<file path="src/rtl/boot_pkg.sv">
package boot_pkg;
   localparam logic [7:0] CMD_SEL_DEV  = 8'h10;
   localparam logic [7:0] CMD_SEL_CLK  = 8'h11;
   localparam logic [7:0] CMD_SEL_RATE = 8'h3F;
   localparam logic [7:0] CMD_INQ      = 8'h20;
   localparam logic [7:0] CMD_PROG     = 8'h40;
   localparam logic [7:0] CMD_STATUS   = 8'h4F;

   localparam logic [7:0] RSP_INQ_CODE  = 8'h30;
   localparam logic [7:0] RSP_ACK_CODE  = 8'h06;
   localparam logic [7:0] RSP_ERR_CODE  = 8'h80;
   localparam logic [7:0] RSP_STAT_CODE = 8'h5F;

   typedef enum logic [1:0] {K_ERR, K_ACK, K_STAT, K_INQ} rsp_kind_t;
   typedef enum logic [1:0] {C_IDLE, C_ARG, C_SEND} ctl_st_t;
   typedef enum logic [1:0] {SL_DEV, SL_CLK, SL_RATE} sel_id_t;
   typedef enum logic [2:0] {F_HEAD, F_SIZE, F_COUNT, F_BODY, F_SUM} frm_st_t;
endpackage

</file>
<file path="src/rtl/boot_dev_rom.sv">
module boot_dev_rom #(
   parameter int NUM_DEV  = 2,
   parameter int NAME_LEN = 4,
   parameter int ENT_W    = 1,
   parameter int OFF_W    = 4,
   parameter logic [NUM_DEV*(4+NAME_LEN)*8-1:0] DEV_TABLE = '0
) (
   input  logic [ENT_W-1:0] ent,
   input  logic [OFF_W-1:0] pos,
   output logic [7:0]       rom_byte
);
   localparam int EB     = 4 + NAME_LEN;
   localparam int NBYTES = NUM_DEV * EB;
   localparam int TW     = NBYTES * 8;
   localparam int AW     = $clog2(NBYTES);

   logic [7:0]    mem [NBYTES];
   logic [AW-1:0] addr;

   for (genvar j = 0; j < NBYTES; j++) begin : g_rom
      assign mem[j] = DEV_TABLE[TW-1-8*j -: 8];
   end

   // pos counts from 1 (0 is the character-count slot)
   assign addr     = AW'(ent) * AW'(EB) + AW'(pos) - AW'(1);
   assign rom_byte = mem[addr];
endmodule

</file>
<file path="src/rtl/boot_frame_gen.sv">
module boot_frame_gen
   import boot_pkg::*;
#(
   parameter int NUM_DEV  = 2,
   parameter int NAME_LEN = 4,
   parameter logic [NUM_DEV*(4+NAME_LEN)*8-1:0] DEV_TABLE = '0
) (
   input  logic      clk,
   input  logic      rst,
   input  rsp_kind_t kind,
   input  logic      phase,
   input  logic      step,
   output logic [7:0] byte_out,
   output logic      last
);
   localparam int EB    = 4 + NAME_LEN;
   localparam int SIZE  = 1 + NUM_DEV * (EB + 1);
   localparam int ENT_W = (NUM_DEV > 1) ? $clog2(NUM_DEV) : 1;
   localparam int OFF_W = $clog2(EB + 1);

   if (NUM_DEV < 1 || NAME_LEN < 1 || SIZE > 255) begin : g_bad_cfg
      $error("boot_frame_gen: table shape does not fit an 8-bit size field");
   end

   frm_st_t          fs;
   logic [ENT_W-1:0] ent;
   logic [OFF_W-1:0] off;
   logic [7:0]       acc;
   logic [7:0]       rom_byte;

   boot_dev_rom #(
      .NUM_DEV(NUM_DEV), .NAME_LEN(NAME_LEN), .ENT_W(ENT_W),
      .OFF_W(OFF_W), .DEV_TABLE(DEV_TABLE)
   ) u_rom (
      .ent(ent), .pos(off), .rom_byte(rom_byte)
   );

   always_comb begin
      byte_out = 8'h00;
      last     = 1'b0;
      unique case (fs)
         F_HEAD: begin
            unique case (kind)
               K_ERR:  byte_out = RSP_ERR_CODE;
               K_ACK:  byte_out = RSP_ACK_CODE;
               K_STAT: byte_out = RSP_STAT_CODE;
               K_INQ:  byte_out = RSP_INQ_CODE;
            endcase
            last = (kind == K_ERR) || (kind == K_ACK);
         end
         F_SIZE: begin
            byte_out = (kind == K_STAT) ? {7'b0, phase} : 8'(SIZE);
            last     = (kind == K_STAT);
         end
         F_COUNT: byte_out = 8'(NUM_DEV);
         F_BODY:  byte_out = (off == '0) ? 8'(EB) : rom_byte;
         F_SUM: begin
            byte_out = 8'h00 - acc;
            last     = 1'b1;
         end
         default: byte_out = 8'h00;
      endcase
   end

   always_ff @(posedge clk) begin
      if (rst || (step && last)) begin
         fs  <= F_HEAD;
         ent <= '0;
         off <= '0;
         acc <= 8'h00;
      end else if (step) begin
         acc <= acc + byte_out;
         unique case (fs)
            F_HEAD:  fs <= F_SIZE;
            F_SIZE:  fs <= F_COUNT;
            F_COUNT: begin
               fs  <= F_BODY;
               ent <= '0;
               off <= '0;
            end
            F_BODY: begin
               if (off == OFF_W'(EB)) begin
                  off <= '0;
                  if (ent == ENT_W'(NUM_DEV - 1)) fs <= F_SUM;
                  else                           ent <= ent + 1'b1;
               end else begin
                  off <= off + 1'b1;
               end
            end
            default: fs <= F_HEAD;
         endcase
      end
   end
endmodule

</file>
<file path="src/rtl/boot_cmd_ctrl.sv">
module boot_cmd_ctrl
   import boot_pkg::*;
(
   input  logic       clk,
   input  logic       rst,
   input  logic [7:0] rx_data,
   input  logic       rx_valid,
   output logic       rx_ready,
   input  logic       tx_ready,
   input  logic       tx_last,
   output logic       tx_valid,
   output rsp_kind_t  kind,
   output logic       prog_phase,
   output logic [7:0] sel_device,
   output logic [7:0] sel_clock,
   output logic [7:0] sel_rate
);
   ctl_st_t st;
   sel_id_t pend;
   logic    rx_hs;

   assign rx_ready = (st != C_SEND);
   assign tx_valid = (st == C_SEND);
   assign rx_hs    = rx_ready && rx_valid;

   always_ff @(posedge clk) begin
      if (rst) begin
         st         <= C_IDLE;
         pend       <= SL_DEV;
         kind       <= K_ERR;
         prog_phase <= 1'b0;
         sel_device <= 8'h00;
         sel_clock  <= 8'h00;
         sel_rate   <= 8'h00;
      end else begin
         unique case (st)
            C_IDLE: if (rx_hs) begin
               st <= C_SEND;
               if (rx_data == CMD_STATUS) begin
                  kind <= K_STAT;
               end else if (prog_phase) begin
                  kind <= K_ERR;
               end else begin
                  unique case (rx_data)
                     CMD_SEL_DEV:  begin pend <= SL_DEV;  st <= C_ARG; end
                     CMD_SEL_CLK:  begin pend <= SL_CLK;  st <= C_ARG; end
                     CMD_SEL_RATE: begin pend <= SL_RATE; st <= C_ARG; end
                     CMD_INQ:      kind <= K_INQ;
                     CMD_PROG: begin
                        kind       <= K_ACK;
                        prog_phase <= 1'b1;
                     end
                     default:      kind <= K_ERR;
                  endcase
               end
            end
            C_ARG: if (rx_hs) begin
               unique case (pend)
                  SL_DEV:  sel_device <= rx_data;
                  SL_CLK:  sel_clock  <= rx_data;
                  default: sel_rate   <= rx_data;
               endcase
               kind <= K_ACK;
               st   <= C_SEND;
            end
            default: if (tx_ready && tx_last) st <= C_IDLE;
         endcase
      end
   end


   phase_sticky_chk: assert property (@(posedge clk) disable iff (rst)
      prog_phase |=> prog_phase);


   locked_sel_chk: assert property (@(posedge clk) disable iff (rst)
      prog_phase |=> ($stable(sel_device) && $stable(sel_clock) && $stable(sel_rate)));


   rx_blocked_chk: assert property (@(posedge clk) disable iff (rst)
      (tx_valid && !tx_ready) |=> !rx_ready);
endmodule

</file>
<file path="src/rtl/boot_cmd_responder.sv">
module boot_cmd_responder
   import boot_pkg::*;
#(
   parameter int NUM_DEV  = 2,
   parameter int NAME_LEN = 4,
   parameter logic [NUM_DEV*(4+NAME_LEN)*8-1:0] DEV_TABLE = "DV01NAMADV02NAMB"
) (
   input  logic       clk,
   input  logic       rst,
   input  logic [7:0] rx_data,
   input  logic       rx_valid,
   output logic       rx_ready,
   output logic [7:0] tx_data,
   output logic       tx_valid,
   input  logic       tx_ready,
   output logic       prog_phase,
   output logic [7:0] sel_device,
   output logic [7:0] sel_clock,
   output logic [7:0] sel_rate
);
   rsp_kind_t kind;
   logic      tx_last;

   boot_cmd_ctrl u_ctrl (
      .clk(clk), .rst(rst),
      .rx_data(rx_data), .rx_valid(rx_valid), .rx_ready(rx_ready),
      .tx_ready(tx_ready), .tx_last(tx_last), .tx_valid(tx_valid),
      .kind(kind), .prog_phase(prog_phase),
      .sel_device(sel_device), .sel_clock(sel_clock), .sel_rate(sel_rate)
   );

   boot_frame_gen #(
      .NUM_DEV(NUM_DEV), .NAME_LEN(NAME_LEN), .DEV_TABLE(DEV_TABLE)
   ) u_frame (
      .clk(clk), .rst(rst), .kind(kind), .phase(prog_phase),
      .step(tx_valid && tx_ready), .byte_out(tx_data), .last(tx_last)
   );


   tx_hold_chk: assert property (@(posedge clk) disable iff (rst)
      (tx_valid && !tx_ready) |=> (tx_valid && $stable(tx_data)));
endmodule

</file>
<file path="config.mk">
export PLATFORM = sky130hd
export DESIGN_NAME = boot_cmd_responder
export DESIGN_NICKNAME = d
export VERILOG_FILES = /design/src/rtl/boot_pkg.sv /design/src/rtl/boot_dev_rom.sv /design/src/rtl/boot_frame_gen.sv /design/src/rtl/boot_cmd_ctrl.sv /design/src/rtl/boot_cmd_responder.sv
export SDC_FILE = /design/constraint.sdc
export NUM_CORES = 1
export LEC_CHECK = 0
export ABC_AREA = 1
export ABC_CLOCK_PERIOD_IN_PS = 4100
export BUFFER_PORTS_ARGS = -buffer_cell sky130_fd_sc_hd__clkbuf_2
export CORE_MARGIN = 5
export CORE_UTILIZATION = 40
export CTS_BUF_LIST = sky130_fd_sc_hd__clkbuf_4 sky130_fd_sc_hd__clkbuf_8 sky130_fd_sc_hd__clkbuf_16
export DETAILED_ROUTE_END_ITERATION = 10
export GPL_TIMING_DRIVEN = 0
export PLACE_DENSITY = 0.59
export SYNTH_ARGS = -nofsm -noshare
export SYNTH_HDL_FRONTEND = slang
export SYNTH_SLANG_ARGS = --single-unit
export TNS_END_PERCENT = 1
</file>
<file path="constraint.sdc">
create_clock -name clk -period 4.1 [get_ports clk]
set_clock_uncertainty 0.15 [all_clocks]
set_input_delay 0.82 -clock clk [delete_from_list [all_inputs] [get_ports clk]]
set_output_delay 0.82 -clock clk [all_outputs]
set_load 0.01 [all_outputs]
</file>
=== Yosys cells after proc, flatten, opt, wreduce, memory -nomap -nowiden ===
Memory sizes are Yosys's and may differ from the RTL's.
Cells that the tools add are included.
Widths: inputs -> output; s select.

* Output and inout bits: 35
* Memories kept: 1
* Logic and storage cells: 104
* Bits in read-only memories: 128
* Register bits after elaboration: 47

* Bitwise gates (word level): 4
* Reductions and logical operators: 27
* Add/sub/neg operators: 6
* Multiplexer cells: 31
* $lt $le $gt $ge: 1
* Equality and inequality tests: 23

{| class="wikitable"
|+ Memories
! name !! words !! width !! read ports !! clocked after memory_dff !! wr ports !! RTL line !! source
|-
| (name not given) || 16 || 8 || 1 || 0 || 0 || boot_dev_rom.sv:26 || <nowiki>assign rom_byte = mem[addr];</nowiki>
|}

{| class="wikitable"
|+ Operators with widths
! kind !! number
|-
| $pmux 8 s5 || 1
|-
| $pmux 8 s4 || 1
|-
| $mux 8 || 3
|-
| $reduce_and 3->1 || 7
|-
| $mux 2 || 10
|-
| $eq 8x5->1 const B || 2
|-
| $eq 8x6->1 const B || 2
|-
| $eq 8x7->1 const B || 2
|-
| $pmux 2 s3 || 2
|-
| $pmux 3 s4 || 1
|-
| $add 8x8->8 || 1
|-
| $ne 2x1->1 const B || 4
|-
| $pmux 2 s2 || 2
|-
| $pmux 4 s2 || 1
|-
| $sub 1x8->8 const A || 1
|-
| $eq 2x1->1 const B || 3
|-
| $eq 2x2->1 const B || 3
|-
| $eq 3x2->1 const B || 2
|-
| $logic_not 2->1 || 3
|-
| $mux 3 || 2
|-
| $reduce_bool 3->1 || 2
|-
| $ge 5x5->1 const B || 1
|-
| $mux 5 || 1
|-
| $not 4->5 || 1
|-
| other kinds (24) || 34
|}

=== Depth between registers and ports, before layout ===
Gate-level depths: netlist of the first run.

* Depth in word-level cells: 9
* Gate-level depth with buffers: 23

=== By module ===
From an unflattened synthesis of the first run, not the netlist that was laid out.

* Cells, all modules: 452
* Area total of the unflattened synthesis: 3101.7 um2

{| class="wikitable"
|+ Modules (own cells, without submodules)
! module !! seq. area each (um2) !! area each (um2) !! cells an instance !! times used
|-
| boot_frame_gen || 320.3 || 1450.1 || 218 || 1
|-
| boot_cmd_ctrl || 620.6 || 1368.8 || 183 || 1
|-
| boot_dev_rom || 0.0 || 275.3 || 49 || 1
|-
| boot_cmd_responder || 0.0 || 7.5 || 2 || 1
|}

=== Least setup slack after synthesis of the first run ===
Ideal clock, no wire load.

* Path kind: flip-flop to flip-flop
* From: register u_frame.off[1]
* To: register u_frame.acc[6]
* Buffers on the path: 0
* Setup slack: 0.802 ns
* Setup time: 0.066 ns
* Stages on the path, launching flop included: 24
* Data arrival time: 3.082 ns
* Clock period less this slack: 3.298 ns
* Cell sequence: dfxtp_1 inv_1 ha_1 fa_1 xnor2_1 inv_1 or2_1 nand2_1 inv_1 o211ai_1 nand3_1 nand2_1 ha_1 inv_1 fa_1 inv_1 nand3_1 nand2_1 nand2_1 nand2_1 nand2_1 nand2_1 a21oi_1 a21oi_2

* Word-level cells in the longest chain between the ends: 9
* Elaborated cells on any way between the ends: 10

{| class="wikitable"
|+ RTL lines
! item !! RTL line !! source
|-
| start, declared || boot_frame_gen.sv:27 || <nowiki>logic [OFF_W-1:0] off;</nowiki>
|-
| start signal, assigned || boot_frame_gen.sv:87 || <nowiki>off <= off + 1'b1;</nowiki>
|-
| $add 4x4->4 || boot_dev_rom.sv:25 || <nowiki>assign addr = AW'(ent) * AW'(EB) + AW'(pos) - AW'(1);</nowiki>
|-
| $sub 4x1->4 || boot_dev_rom.sv:25 ||
|-
| $not 4->5 (not written as such) || boot_dev_rom.sv:26 ||
|-
| $mem_v2 16x8 || n/a ||
|-
| $mux 8 (not written as such) (2 in series) || boot_dev_rom.sv:26 ||
|-
| $mux 8 (*) || boot_frame_gen.sv:56 || <nowiki>F_BODY: byte_out = (off == '0) ? 8'(EB) : rom_byte;</nowiki>
|-
| $pmux 8 s5 (*) || boot_frame_gen.sv:41 || <nowiki>unique case (fs)</nowiki>
|-
| named net tx_data[0] || boot_cmd_responder.sv:13 || <nowiki>output logic [7:0] tx_data,</nowiki>
|-
| $add 8x8->8 (*) || boot_frame_gen.sv:72 || <nowiki>acc <= acc + byte_out;</nowiki>
|-
| end signal, assigned || boot_frame_gen.sv:72 ||
|-
| end, declared || boot_frame_gen.sv:28 || <nowiki>logic [7:0] acc;</nowiki>
|}

Mark *: on every way through the listed nets, which the timed path passes. The rest lies on a longest branch. The select of a mux whose other input is x is not followed.
A chain may end at the register's enable or synchronous reset.

=== Worst setup path in the final report of the first run ===
* From: register u_frame.off[1]
* To: register u_frame.acc[6]

* Word-level cells in the longest chain between the ends: 9
* Elaborated cells on any way between the ends: 10

{| class="wikitable"
|+ RTL lines
! item !! RTL line
|-
| $add 4x4->4 || boot_dev_rom.sv:25
|-
| $sub 4x1->4 || boot_dev_rom.sv:25
|-
| $not 4->5 (not written as such) || boot_dev_rom.sv:26
|-
| $mem_v2 16x8 || n/a
|-
| $mux 8 (not written as such) (2 in series) || boot_dev_rom.sv:26
|-
| $mux 8 (*) || boot_frame_gen.sv:56
|-
| $pmux 8 s5 (*) || boot_frame_gen.sv:41
|-
| $add 8x8->8 (*) || boot_frame_gen.sv:72
|}

Mark *: on every way between the ends. The rest lies on a longest branch, timed or not. The select of a mux whose other input is x is not followed.

==> impl_results.md, run 1 <==
* Post-Synth Adder-Cell Area at 0.103
* Largest net degree at the start of global routing at 15
* Post-route setup slack at 473 ps
* Final hold vios at 0
* Vias in the first global route at 2636
* Drt first pass iters at 4
* Final Max Tran Viols at 0
* MaxCap Viol Count at 0
* Mean routed wirelength per cell at 12.4 um
* Detailed Route Iter0 Violations at 78
* # nets final at 504
* Status: completed
* Drt total wl at 7.07 mm
* Area of the die at 9190 um2
* CP Class: flip-flop to flip-flop
* RSZ-0062 raised after global routing: false
* Cts bufs inserted at 5
* CP required at 4190 ps
* Routability cong. at 0.854
* Diode count at 0
* Critical Path Source: u_frame.off[1]
* Overall Power at 0.959 mW
* Crit path to: u_frame.acc[6]
* Postcts setup bufs at 0
* CTS root buf: clkbuf_8
* Final std cells w/o fill at 568
* Area of the multi-input gates at 1710 um2
* Synth unique cells at 40
* Tcrit/Tclk final at 0.885
* HPWL after DPL at 5.74 mm
* Pwr/cell area at 282 nW/um2
* Share of layout cells above drive strength 1 at 0.213
* DIE WIDTH at 95.8 um
* Crit path launch type: flip-flop
* Antenna violations before repair at 0
* H-tree levels at 2
* Grt ovf at 0
* Compound-gate portion of the synthesized area at 0.181
* Row Count at 31
* CTS resizes at 0
* Worst Hold Class: flip-flop to flip-flop
* Capture point of the worst reg-to-reg path: u_frame.acc[6]
* Fmax at 276 MHz
* Post-Syn Area at 2950 um2
* Crit path DAT at 3720 ps
* Crit path time final at 3630 ps
* Critical Path Sink Type: flip-flop
* Clk sinks at 47
* Mux share of post-synthesis cell area at 0
* Actual slew at the worst max-slew pin at 416 ps
* YS warnings at 0
* Max FO, Critical Path at 7
* Peak VDD IR at 144 uV
* Setup tns final at 0 ps
* Post-synthesis simple-gate area fraction at 0.278
* Final setup fails at 0
* Routed vias at 2774
* Syn Nets at 451
* Sequential share of the synthesized area at 0.319
* Synthesized area per cell at 7.09 um2
* First-pass GRT wire length at 11.9 mm
* Worst reg-to-reg path cell count at 23
* Syn-to-layout area delta at 15.6%
* DR DRC count at 0
* DR vias/cell at 4.88
* ANT nets after route at 0
* Clock latency at the later pin of the worst-skew pair at 300 ps
* Mapped Cells at 416
* Placed insts at 561
* Fill cells at 780
* Worst reg-to-reg setup slack at 470 ps
* Largest family of logic cells by synthesized area: simple AND/OR/NAND/NOR gates
* Hold path start: u_frame.acc[0]
* Num ports at 47
* Initial Utilization at 0.409
* Core Footprint at 7210 um2
* Slew HR at 0.722
* Post-placement setup slack at 431 ps
* Hold_ws at 340 ps
* Register area at 941 um2
* PortBufs at 46
* Lkg Pwr at 1.64 nW
* Reg2reg start: u_frame.off[1]
* Gr usage total at 0.163
* Hold_buf cts at 0
* Reg clk slew, reported paths at 90 ps
* XOR/XNOR Fraction of Synth Area at 0.0178
* Die span in y at 95.8 um
* CTS tree: built
* Clock tree buffer depth at 2
* Seq cells post-synth at 47
[cell usage in the layout (no fill, tap or decap), types with 2 or more instances in the layout]
master	synthesis	routed
buf_6	3	3
inv_2	12	12
xor2_1	4	4
o21ai_0	34	34
clkbuf_8	0	5
or2_2	3	3
ha_1	21	21
dfxtp_1	47	47
a21oi_2	3	3
nand4_1	3	3
nand3_1	27	27
clkbuf_2	0	46
nor3_1	4	4
fa_1	2	2
xnor2_1	2	2
nor2_1	43	43
nand2_1	70	70
o211ai_1	2	2
nand2_4	2	2
nand3_2	3	3
o21a_1	2	2
nor3_2	3	3
nor2_2	5	5
o22ai_1	2	2
a21oi_1	39	39
nand2_2	4	4
o21ai_1	9	9
inv_1	51	51
nor2_4	3	3
[state kept, by name (all words and copies together) (netlist names)]
name               cells
u_ctrl.sel_rate        8
u_frame.ent            1
u_ctrl.sel_device      8
u_frame.off            4
u_frame.acc            8
u_ctrl.kind            2
u_ctrl.st              2
u_ctrl.prog_phase      1
u_ctrl.pend            2
u_frame.fs             3
u_ctrl.sel_clock       8
[routing by layer]
metal | wire [um] | track usage | share of wire
met5 | 0 | 0 | 0
met4 | 157 | 0.0735 | 0.022
met3 | 354 | 0.0360 | 0.050
met2 | 3340 | 0.269 | 0.47
met1 | 3220 | 0.203 | 0.46
[cells by family after synthesis]
| group | after synthesis |
|---|---|
| fa+ha+maj | 23 |
| xor+xnor | 6 |
| simple gates | 173 |
| compound gates | 96 |
| flops | 47 |
| buf+inv | 71 |
[critical path, cell delays in order (launching register included)]
cell      delay, ps
dfxtp_1         460
inv_1           180
ha_1            250
fa_1            380
xnor2_1         140
inv_1            60
or2_1           200
nand2_1          90
inv_1            70
o211ai_1         80
nand3_1         100
nand2_1         120
ha_1            190
inv_1            60
fa_1            360
inv_1           110
nand3_1          70
nand2_1          90
nand2_1          70
nand2_1          60
nand2_1          60
nand2_1          60
a21oi_1          70
a21oi_2         100
[cell type report]
class	instances	area share
Tap cell	99	0.0363
Timing Repair Buffer	46	0.0675
Inverter	65	0.0738
Clock buffer	5	0.0202
Multi-Input combinational cell	298	0.501
Clock inverter	2	0.0110
Buffer	6	0.0143
Sequential cell	47	0.276
[cell usage after synthesis, drive strengths merged]
library cell / count / area [um2]
a211oi: 1 / 7.51
a21oi: 42 / 221
a31oi: 1 / 6.26
and3: 1 / 6.26
buf: 5 / 45.0
clkbuf: 1 / 3.75
clkinv: 1 / 8.76
dfxtp: 47 / 941
fa: 2 / 40.0
ha: 21 / 263
inv: 64 / 243
nand2: 76 / 310
nand3: 30 / 165
nand4: 3 / 18.8
nor2: 51 / 226
nor3: 8 / 66.3
o2111a: 1 / 11.3
o211ai: 3 / 27.5
o21a: 2 / 15.0
o21ai: 44 / 231
o22ai: 2 / 12.5
or2: 4 / 25.0
xnor2: 2 / 17.5
xor2: 4 / 35.0
[power by group]
part / leakage [nW] / internal [mW] / total, mW / switching, mW
registers: 0.380 / 0.463 / 0.472 / 0.00870
clock network: 0.0502 / 0.178 / 0.336 / 0.158
logic: 1.21 / 0.0528 / 0.152 / 0.0987
[how the worst min path moves through the flow]
stage,endpoint,cells after the start
2_1_floorplan,u_frame.acc[0],2
3_3_place_gp,u_ctrl.sel_device[6],2
3_5_place_dp,u_ctrl.sel_device[1],2
4_1_cts,u_frame.acc[0],2
5_1_grt,u_frame.acc[0],2
6_report,u_frame.acc[0],2
[per-stage QoR]
step / utilization / area, um2
final: 0.472 / 3410
after global routing: 0.472 / 3410
after CTS: 0.472 / 3410
after detailed placement: 0.458 / 3300
after global placement: 0.458 / 3300
after floorplan: - / 2950
No activity file was read; power rests on OpenSTA's default activity.
==> run 2: changes to the inputs <==
--- a/config.mk
+++ b/config.mk
@@ -6,14 +6,14 @@
 export NUM_CORES = 1
 export LEC_CHECK = 0
 export ABC_AREA = 1
-export ABC_CLOCK_PERIOD_IN_PS = 4100
+export ABC_CLOCK_PERIOD_IN_PS = 3000
 export BUFFER_PORTS_ARGS = -buffer_cell sky130_fd_sc_hd__clkbuf_2
 export CORE_MARGIN = 5
 export CORE_UTILIZATION = 40
 export CTS_BUF_LIST = sky130_fd_sc_hd__clkbuf_4 sky130_fd_sc_hd__clkbuf_8 sky130_fd_sc_hd__clkbuf_16
 export DETAILED_ROUTE_END_ITERATION = 10
 export GPL_TIMING_DRIVEN = 0
-export PLACE_DENSITY = 0.59
+export PLACE_DENSITY = 0.72
 export SYNTH_ARGS = -nofsm -noshare
 export SYNTH_HDL_FRONTEND = slang
 export SYNTH_SLANG_ARGS = --single-unit
==> constraint.sdc (replaced) <==
create_clock -name clk -period 3 [get_ports clk]
set_clock_uncertainty 0.15 [all_clocks]
set_input_delay 0.6 -clock clk [delete_from_list [all_inputs] [get_ports clk]]
set_output_delay 0.6 -clock clk [all_outputs]
set_load 0.01 [all_outputs]
==> impl_results.md, run 2 (synthesis results as in run 1) <==
* MaxCap Viol Count at 0
* Cts bufs inserted at 5
* Routed vias at 2823
* First-pass GRT wire length at 12.1 mm
* Crit path DAT at 3190 ps
* Detailed Route Iter0 Violations at 92
* Share of layout cells above drive strength 1 at 0.264
* Clock latency at the later pin of the worst-skew pair at 310 ps
* Top delay family on crit path: adder cells
* PortBufs at 46
* DR vias/cell at 4.94
* ANT nets after route at 0
* Row Count at 31
* Drt first pass iters at 4
* Num ports at 47
* Routability cong. at 0.911
* Most frequent cells in the layout: 62 x nand2_1, 48 x inv_1, 45 x clkbuf_2, 44 x dfxtp_1, 43 x nor2_1
* # nets final at 507
* Actual slew at the worst max-slew pin at 409 ps
* CTS tree: built
* Clock tree buffer depth at 2
* Drt total wl at 7.10 mm
* Hold_buf cts at 0
* HPWL after DPL at 5.59 mm
* Final Max Tran Viols at 0
* Final Util at 0.487
* Gr busiest metal: met2
* Largest net degree at the start of global routing at 19
* CP Class: flip-flop to flip-flop
* CP Cell Sequence: inv_6 > ha_4 > fa_2 > xnor2_1 > inv_1 > or2_1 > nand2_2 > inv_2 > o211ai_1 > nand3_1 > nand2_2 > ha_4 > inv_1 > fa_2 > inv_2 > nand3_1 > nand2_2 > nand2_2 > buf_4 > nand2_1 > o22ai_1 > nand2_1 > inv_1
* Met2 GRT Util at 0.293
* Status: finished with violations
* Final setup fails at 3
* Die span in y at 95.8 um
* Mean routed wirelength per cell at 12.4 um
* Grt ovf at 0
* Vias in the first global route at 2749
* CTS root buf: clkbuf_8
* Fill cells at 762
* Commonest non-fill, non-tap cell in the layout: nand2_1
* Peak VDD IR at 200 uV
* RSZ-0062 raised after global routing: true
* Critical path's slowest cell: dfxtp_4
* Lkg Pwr at 1.66 nW
* Met3 Use GR at 0.0391
* Post-placement setup slack at -378 ps
* GRT met1 Usage at 0.198
* Area of the die at 9190 um2
* Fmax at 320 MHz
* CP bufs+invs at 7
* Worst Hold Class: flip-flop to flip-flop
* Clk sinks at 47
* Syn-to-layout area delta at 19.1%
* Violated checks: setup timing
* DIE WIDTH at 95.8 um
* Placed insts at 561
* Setup tns final at -263 ps
* H-tree levels at 2
* Gr usage total at 0.165
* Tcrit/Tclk final at 1.04
* Final hold vios at 0
* Pwr/cell area at 367 nW/um2
* Crit path launch type: flip-flop
* Initial Utilization at 0.409
* Cell with the most instances on the worst path: nand2_2
* Core Footprint at 7210 um2
* Diode count at 0
* CP required at 3070 ps
* Slew HR at 0.728
* Antenna violations before repair at 0
* Final std cells w/o fill at 572
* Max stage delay on crit path at 380 ps
* Reg clk slew, reported paths at 100 ps
* DR DRC count at 0
* Post-route setup slack at -125 ps
* Max FO, Critical Path at 7
* Overall Power at 1.29 mW
* Crit path time final at 3130 ps
* Critical Path Sink Type: flip-flop
==> run 2: tightest hold or removal path, delay by kind of cell (launching register included) <==
| kind | cells | cell delay (ps) |
|---|---|---|
| DFF | 1 | 340 |
| and+or+nand+nor | 2 | 120 |
==> run 2: power breakdown <==
| part | internal [mW] | switching (mW) | total (mW) |
|---|---|---|---|
| Clock | 0.176 | 0.248 | 0.425 |
| Sequential | 0.630 | 0.0125 | 0.643 |
| Combinational | 0.0800 | 0.141 | 0.221 |
==> run 2: per-stage QoR <==
stage	area (um2)	hold slack, ps
after floorplan	2970	320
after global placement	3330	317
after detailed placement	3330	323
after CTS	3470	348
after global routing	3510	371
final	3510	340
==> run 2: what timing repair did <==
action,4_1_cts,5_1_grt
endpoints found under the setup margin,10,9
gates resized for setup,11,9
pin swaps,3,4
gates cloned,0,0
setup buffers,2,1
==> run 2: cell type report <==
class	count	area, um2	area share
multi-input cells	298	1780	0.506
clock inverters	3	28.8	0.00820
plain buffers	6	48.8	0.0139
inverters	65	256	0.0731
flip-flops and latches	47	952	0.271
repair buffers	49	255	0.0727
well taps	99	124	0.0353
clock buffers	5	68.8	0.0196
==> run 2: worst paths after layout <==
check,startpoint,endpoint,slack [ps],depth (start not counted)
setup / recovery,u_frame.off[1],u_frame.acc[4],-130,23
hold / removal,u_ctrl.sel_device[3],u_ctrl.sel_device[3],340,2
setup reg to reg,u_frame.off[1],u_frame.acc[4],-130,23
hold reg to reg,u_ctrl.sel_device[3],u_ctrl.sel_device[3],340,2
==> run 2: layer usage <==
metal | routed length [um] | share of wire | up-vias
li1 | - | - | 1471
met1 | 3240 | 0.46 | 1271
met2 | 3370 | 0.47 | 71
met3 | 390 | 0.055 | 10
met4 | 95 | 0.013 | 0
met5 | 0 | 0 | -
